$ cat config.mk
export PLATFORM = sky130hd
export DESIGN_NAME = wide_xfer_bridge
export DESIGN_NICKNAME = d
export VERILOG_FILES = /design/src/rtl/wxb_pkg.sv /design/src/rtl/wxb_gather.sv /design/src/rtl/wxb_scatter.sv /design/src/rtl/wxb_ctrl.sv /design/src/rtl/wide_xfer_bridge.sv
export SDC_FILE = /design/constraint.sdc
export NUM_CORES = 1
export LEC_CHECK = 0
export BUFFER_PORTS_ARGS = -buffer_cell sky130_fd_sc_hd__buf_2
export CORE_MARGIN = 4
export CORE_UTILIZATION = 45
export DETAILED_ROUTE_END_ITERATION = 16
export HOLD_SLACK_MARGIN = 0.12
export PLACE_DENSITY_LB_ADDON = 0.2
export SYNTH_ARGS = -nofsm -noshare
export SYNTH_HDL_FRONTEND = slang
export SYNTH_SLANG_ARGS = --single-unit
$ cat constraint.sdc
create_clock -name clk -period 1.6 [get_ports clk]
set_input_delay 0.08 -clock clk [delete_from_list [all_inputs] [get_ports clk]]
set_output_delay 0.08 -clock clk [all_outputs]
set_load 0.03 [all_outputs]
$ cat src/rtl/wxb_pkg.sv
package wxb_pkg;
  localparam int unsigned ADDR_W   = 2;
  localparam logic [ADDR_W-1:0] OFF_STAT = ADDR_W'(0);
  localparam logic [ADDR_W-1:0] OFF_DATA = ADDR_W'(1);
  localparam int unsigned STAT_VALID_BIT = 0;
  localparam int unsigned STAT_BUSY_BIT  = 1;
endpackage

$ cat src/rtl/wxb_gather.sv
module wxb_gather #(
  parameter int unsigned DW    = 32,
  parameter int unsigned LANES = 4
) (
  input  logic                clk,
  input  logic                rst_n,
  input  logic                wr_hit,
  input  logic                clr,
  input  logic [DW-1:0]       wdata,
  output logic [DW*LANES-1:0] din,
  output logic                start
);
  localparam int unsigned PW = (LANES > 1) ? $clog2(LANES) : 1;
  localparam logic [PW-1:0] LAST = PW'(LANES - 1);

  logic [PW-1:0] wptr_q, wptr_d;
  logic          start_q, start_d;

  always_comb begin
    wptr_d  = wptr_q;
    start_d = 1'b0;
    if (clr) begin
      wptr_d = '0;
    end else if (wr_hit) begin
      if (wptr_q == LAST) begin
        wptr_d  = '0;
        start_d = 1'b1;
      end else begin
        wptr_d = wptr_q + PW'(1);
      end
    end
  end

  always_ff @(posedge clk or negedge rst_n) begin
    if (!rst_n) begin
      wptr_q  <= '0;
      start_q <= 1'b0;
    end else begin
      wptr_q  <= wptr_d;
      start_q <= start_d;
    end
  end

  for (genvar i = 0; i < LANES; i++) begin : g_lane
    logic          lane_en;
    logic [DW-1:0] lane_q;
    assign lane_en = wr_hit && !clr && (wptr_q == PW'(i));
    always_ff @(posedge clk or negedge rst_n) begin
      if (!rst_n)       lane_q <= '0;
      else if (lane_en) lane_q <= wdata;
    end
    assign din[i*DW +: DW] = lane_q;
  end

  assign start = start_q;


  start_one_cycle_chk: assert property (@(posedge clk) disable iff (!rst_n)
    start_q |=> !start_q);

  start_after_write_chk: assert property (@(posedge clk) disable iff (!rst_n)
    $rose(start_q) |-> $past(wr_hit));

  wptr_hold_chk: assert property (@(posedge clk) disable iff (!rst_n)
    (!wr_hit && !clr) |=> $stable(wptr_q));
endmodule

$ cat src/rtl/wxb_scatter.sv
module wxb_scatter #(
  parameter int unsigned DW    = 32,
  parameter int unsigned LANES = 4
) (
  input  logic                clk,
  input  logic                rst_n,
  input  logic                rd_hit,
  input  logic                clr,
  input  logic                done,
  input  logic [DW*LANES-1:0] dout,
  output logic [DW-1:0]       lane_out,
  output logic                valid
);
  localparam int unsigned PW = (LANES > 1) ? $clog2(LANES) : 1;
  localparam logic [PW-1:0] LAST = PW'(LANES - 1);

  logic [DW*LANES-1:0] res_q;
  logic [PW-1:0]       rptr_q, rptr_d;
  logic                valid_q, valid_d;

  always_comb begin
    rptr_d  = rptr_q;
    valid_d = valid_q;
    if (clr) begin
      rptr_d  = '0;
      valid_d = 1'b0;
    end else begin
      if (rd_hit) begin
        if (rptr_q == LAST) begin
          rptr_d  = '0;
          valid_d = 1'b0;
        end else begin
          rptr_d = rptr_q + PW'(1);
        end
      end
      if (done) valid_d = 1'b1;
    end
  end

  always_ff @(posedge clk or negedge rst_n) begin
    if (!rst_n) begin
      rptr_q  <= '0;
      valid_q <= 1'b0;
    end else begin
      rptr_q  <= rptr_d;
      valid_q <= valid_d;
    end
  end

  always_ff @(posedge clk or negedge rst_n) begin
    if (!rst_n)    res_q <= '0;
    else if (done) res_q <= dout;
  end

  always_comb begin
    lane_out = '0;
    for (int i = 0; i < LANES; i++)
      if (rptr_q == PW'(i)) lane_out = res_q[i*DW +: DW];
  end

  assign valid = valid_q;


  done_sets_valid_chk: assert property (@(posedge clk) disable iff (!rst_n)
    (done && !clr) |=> valid_q);

  valid_fall_chk: assert property (@(posedge clk) disable iff (!rst_n)
    $fell(valid_q) |-> $past(clr || (rd_hit && rptr_q == LAST)));

  rptr_hold_chk: assert property (@(posedge clk) disable iff (!rst_n)
    (!rd_hit && !clr) |=> $stable(rptr_q));
endmodule

$ cat src/rtl/wxb_ctrl.sv
module wxb_ctrl #(
  parameter int unsigned DW = 32
) (
  input  logic                      clk,
  input  logic                      rst_n,
  input  logic                      bus_read,
  input  logic [wxb_pkg::ADDR_W-1:0] bus_addr,
  input  logic                      start,
  input  logic                      done,
  input  logic                      valid,
  input  logic [DW-1:0]             lane_out,
  output logic [DW-1:0]             rdata,
  output logic                      rvalid,
  output logic                      busy
);
  import wxb_pkg::*;

  logic          busy_q, busy_d;
  logic [DW-1:0] rdata_q, rdata_d;
  logic          rvalid_q;
  logic [DW-1:0] stat_word;

  always_comb begin
    stat_word = '0;
    stat_word[STAT_VALID_BIT] = valid;
    stat_word[STAT_BUSY_BIT]  = busy_q;
  end

  always_comb begin
    busy_d = busy_q;
    if (start)     busy_d = 1'b1;
    else if (done) busy_d = 1'b0;
  end

  always_comb begin
    rdata_d = rdata_q;
    if (bus_read) begin
      if (bus_addr == OFF_DATA)      rdata_d = lane_out;
      else if (bus_addr == OFF_STAT) rdata_d = stat_word;
      else                           rdata_d = '0;
    end
  end

  always_ff @(posedge clk or negedge rst_n) begin
    if (!rst_n) begin
      busy_q   <= 1'b0;
      rdata_q  <= '0;
      rvalid_q <= 1'b0;
    end else begin
      busy_q   <= busy_d;
      rdata_q  <= rdata_d;
      rvalid_q <= bus_read;
    end
  end

  assign rdata  = rdata_q;
  assign rvalid = rvalid_q;
  assign busy   = busy_q;


  rvalid_latency_chk: assert property (@(posedge clk) disable iff (!rst_n)
    bus_read |=> rvalid_q);

  rvalid_only_chk: assert property (@(posedge clk) disable iff (!rst_n)
    !bus_read |=> !rvalid_q);

  busy_rise_chk: assert property (@(posedge clk) disable iff (!rst_n)
    $rose(busy_q) |-> $past(start));
endmodule

$ cat src/rtl/wide_xfer_bridge.sv
module wide_xfer_bridge #(
  parameter int unsigned DW    = 32,
  parameter int unsigned LANES = 4,
  localparam int unsigned WW   = DW * LANES
) (
  input  logic                       clk,
  input  logic                       rst_n,
  input  logic [wxb_pkg::ADDR_W-1:0] bus_addr,
  input  logic                       bus_write,
  input  logic                       bus_read,
  input  logic [DW-1:0]              bus_wdata,
  output logic [DW-1:0]              bus_rdata,
  output logic                       bus_rvalid,
  output logic [WW-1:0]              core_din,
  output logic                       core_start,
  input  logic                       core_done,
  input  logic [WW-1:0]              core_dout
);
  import wxb_pkg::*;

  logic          wr_hit, rd_hit, clr;
  logic [DW-1:0] lane_out;
  logic          res_valid;
  logic          busy;

  assign wr_hit = bus_write && (bus_addr == OFF_DATA);
  assign rd_hit = bus_read  && (bus_addr == OFF_DATA);
  assign clr    = bus_write && (bus_addr == OFF_STAT) && bus_wdata[0];

  wxb_gather #(.DW(DW), .LANES(LANES)) gather_i (
    .clk(clk), .rst_n(rst_n), .wr_hit(wr_hit), .clr(clr),
    .wdata(bus_wdata), .din(core_din), .start(core_start));

  wxb_scatter #(.DW(DW), .LANES(LANES)) scatter_i (
    .clk(clk), .rst_n(rst_n), .rd_hit(rd_hit), .clr(clr),
    .done(core_done), .dout(core_dout), .lane_out(lane_out), .valid(res_valid));

  wxb_ctrl #(.DW(DW)) ctrl_i (
    .clk(clk), .rst_n(rst_n), .bus_read(bus_read), .bus_addr(bus_addr),
    .start(core_start), .done(core_done), .valid(res_valid),
    .lane_out(lane_out), .rdata(bus_rdata), .rvalid(bus_rvalid), .busy(busy));


  reset_quiet_chk: assert property (@(posedge clk)
    !rst_n |=> (!core_start && !bus_rvalid));

  busy_done_chk: assert property (@(posedge clk) disable iff (!rst_n)
    (core_done && !core_start) |=> !busy);
endmodule

==> out/metrics.csv <==
metric,value,unit
status,"finished, violations left",
failing checks,setup timing,
GRT Total Usage,23.43,%
Max VDD drop,0.001659,V
CP max-delay cell,dfrtp_1,
Via density,5.188,
total power,30.01,mW
Critical Path End Type,flop,
CP Cell Sequence,inv_2 -> ha_4 -> buf_12 -> clkbuf_16 -> a21oi_2 -> a221oi_2 -> a311o_1,
Synth area leaders,"dfrtp_1 61%, mux2_2 20%, a311o_1 2.5%, a221oi_1 2.3%, nand3b_1 1.8%",
Mean Syn Cell Area,13.91,um2
layout cells sized above 1,48.55,%
final instance area,18090,um2
initial core utilization,45.54,%
Clock Pin Slew Worst Setup and Hold Paths,60,ps
worst reg-to-reg setup slack,-50,ps
Multi-input gate area,4594,um2
number of global-route vias before repair,10352,
latest clock arrival within the worst-skew pair,500,ps
via count,9323,
met2 Usage GRT,41.21,%
Die H,172.9,um
DP Cell Count,1526,
R2R depth,7,
H-tree depth,2,
worst reg2reg startpoint,scatter_i.rptr_q[1]$_DFFE_PN0P_,
kind of launch point of the worst setup path,flop,
Reg area,7408,um2
nets,1604,
"commonest non-fill, non-tap cell in the layout",buf_2,
GR peak layer,met2,
Ys Warns,0,
drt total wl,35840,um
largest net degree at the start of global routing,73,
core area,26880,um2
top cell type's share of synthesized area,60.51,%
I/O Buffers,328,
CP bufs+invs,3,
placed cell area,14510,um2
DP Wirelength,21350,um
crit path from,scatter_i.rptr_q[1]$_DFFE_PN0P_,
most frequent cells in the layout,"326 x buf_2, 295 x dfrtp_1, 216 x mux2_2",
max frequency,0.6052,GHz
"Seq/Total Area, Yosys",60.51,%
WP data required,1980,ps
fin. max-slew vios,0,
Final period util,103.3,%
hold_ws,338.2,ps
Hold Fails Final Rpt,0,
Die Area,29900,um2
first-pass GRT wire length,56810,um
DR WL/cell,19.94,um
Clock Skews,19.30,ps
routability cong.,0.8234,
initial DRC count,480,
TritonRoute pass-1 iters,4,
aggregate global routing overflow,0,
kind of critical path,flop to flop,
"FF+latch count, synth",296,
width of the die,172.9,um
RR Endpoint,ctrl_i.rdata[15]$_DFFE_PN0P_,
crit path DAT,2040,ps
Syn Nets,1055,
worst hold path type,primary input to flop,
Post-Syn Instances,880,
Final Util,67.33,%
clock buffer depth,3,
met1 Use GR,28.88,%
Fill cells,1968,
pwr/cell area,1659,nW/um2
# IOs,329,
synthesis-to-layout area growth,47.83,%
total clock sinks,296,
worst setup margin,-52.38,ps
max cap viols,0,
drc violations,0,
RSZ-0062 raised after global routing,true,
final setup vio count,13,
critical path depth,7,
Worst Setup EP,ctrl_i.rdata[15]$_DFFE_PN0P_,
post-synth top area cell,dfrtp_1,
Worst path max stage delay,410,ps
Synth Cell Area,12240,um2
worst-path fanout max,7,
Cell variety after synth,31,
Final min period,1652,ps
"delay-heaviest family, CP",compound AO/OA/AOI/OAI gates,
Worst-Margin Slew,407.3,ps
root buffer cell,clkbuf_16,
met3 Resource Use GR,4.744,%
DRT antenna net count,0,
TritonCTS clock tree,yes,
Finished Layout Cells,1797,
Num CTS Buffers,34,
Row Count,60,
initial antenna violation count,4,
Slew headroom,72.85,%
Pleak,8.649,nW
cells in the mapped netlist, drive strengths merged:
library cell,instances
a211oi,1
a21o,3
a21oi,31
a221oi,32
a22o,2
a311o,30
a31oi,2
and2,1
and2b,1
and3,1
and3b,3
buf,40
clkbuf,23
dfrtp,296
ha,8
inv,38
mux2,224
mux2i,1
nand2,36
nand3,2
nand3b,30
nand4b,1
nand4bb,1
nor2,4
nor2b,34
o211ai,2
o21ai,33
how the worst min path moves through the flow:
stage	from	endpoint	slack [ps]	cells past startpoint
after global placement	rst_n	gather_i.g_lane[0].lane_q[16]$_DFFE_PN0P_	20	1
after detailed placement	rst_n	gather_i.g_lane[3].lane_q[16]$_DFFE_PN0P_	20	1
final	core_dout[58]	scatter_i.res_q[58]$_DFFE_PN0P_	340	3
after global routing	core_dout[106]	scatter_i.res_q[106]$_DFFE_PN0P_	350	3
after CTS	core_done	scatter_i.res_q[89]$_DFFE_PN0P_	120	4
after floorplan	rst_n	ctrl_i.busy$_DFFE_PN0P_	-220	0
state kept, by name, indices dropped and copies added, names as in the netlist:
signal	flops
gather_i.start	1
gather_i.wptr_q	2
ctrl_i.rvalid	1
ctrl_i.rdata	32
scatter_i.rptr_q	2
ctrl_i.busy	1
gather_i.g_lane.lane_q	128
scatter_i.valid	1
scatter_i.res_q	128
tightest hold or removal path: cells and delay by family:
family	cells	cell delay [ps]
muxes	1	130
buffers and inverters	2	600
layout make-up:
cell class / count / share of cell area (%)
Antenna cell: 4 / 0.05532
Clock buffer: 51 / 5.781
Clock inverter: 8 / 0.4011
Inverter: 38 / 0.7883
Multi-Input combinational cell: 483 / 25.39
Sequential cell: 296 / 40.94
Tap cell: 341 / 2.358
Timing Repair Buffer: 576 / 24.28
per-layer routing:
metal / vias to the layer above / share of wire, %
li1: 4258 / -
met1: 4684 / 40
met2: 305 / 51
met3: 76 / 5.6
met4: 0 / 3.3
met5: - / 0
report_power, final:
| part | switching, mW | internal [mW] | total, mW |
|---|---|---|---|
| Combinational | 7.00 | 4.72 | 11.7 |
| Sequential | 1.07 | 9.55 | 10.6 |
| Clock | 2.99 | 4.67 | 7.67 |
| Total | 11.1 | 18.9 | 30.0 |
kinds of logic after synthesis:
logic type | after synthesis | synth area share, %
flip-flops | 296 | 60.51
multiplexers | 225 | 20.93
AO/OA/AOI/OAI | 136 | 7.973
AND/OR/NAND/NOR | 114 | 5.673
buffers and inverters | 101 | 4.089
adder cells (fa/ha/maj) | 8 | 0.8178
through the flow:
| stage | setup WS, ps | setup TNS (ps) |
|---|---|---|
| finish | -52.38 | -231.4 |
| global route | -125.1 | -2034 |
| CTS | -9.926 | -55.07 |
| detailed placement | -52.75 | -321.1 |
| global placement | 13.05 | 0 |
| floorplan | -8.938 | -89.36 |
repair_timing:
item	4_1_cts	5_1_grt
pin swaps	1	8
gates resized for setup	25	31
endpoints found under the hold margin	561	1
gates cloned	1	7
hold buffers	218	1
setup endpoints to repair	31	77
setup buffers	2	3
Note: power is estimated with default switching activity, not from simulation.
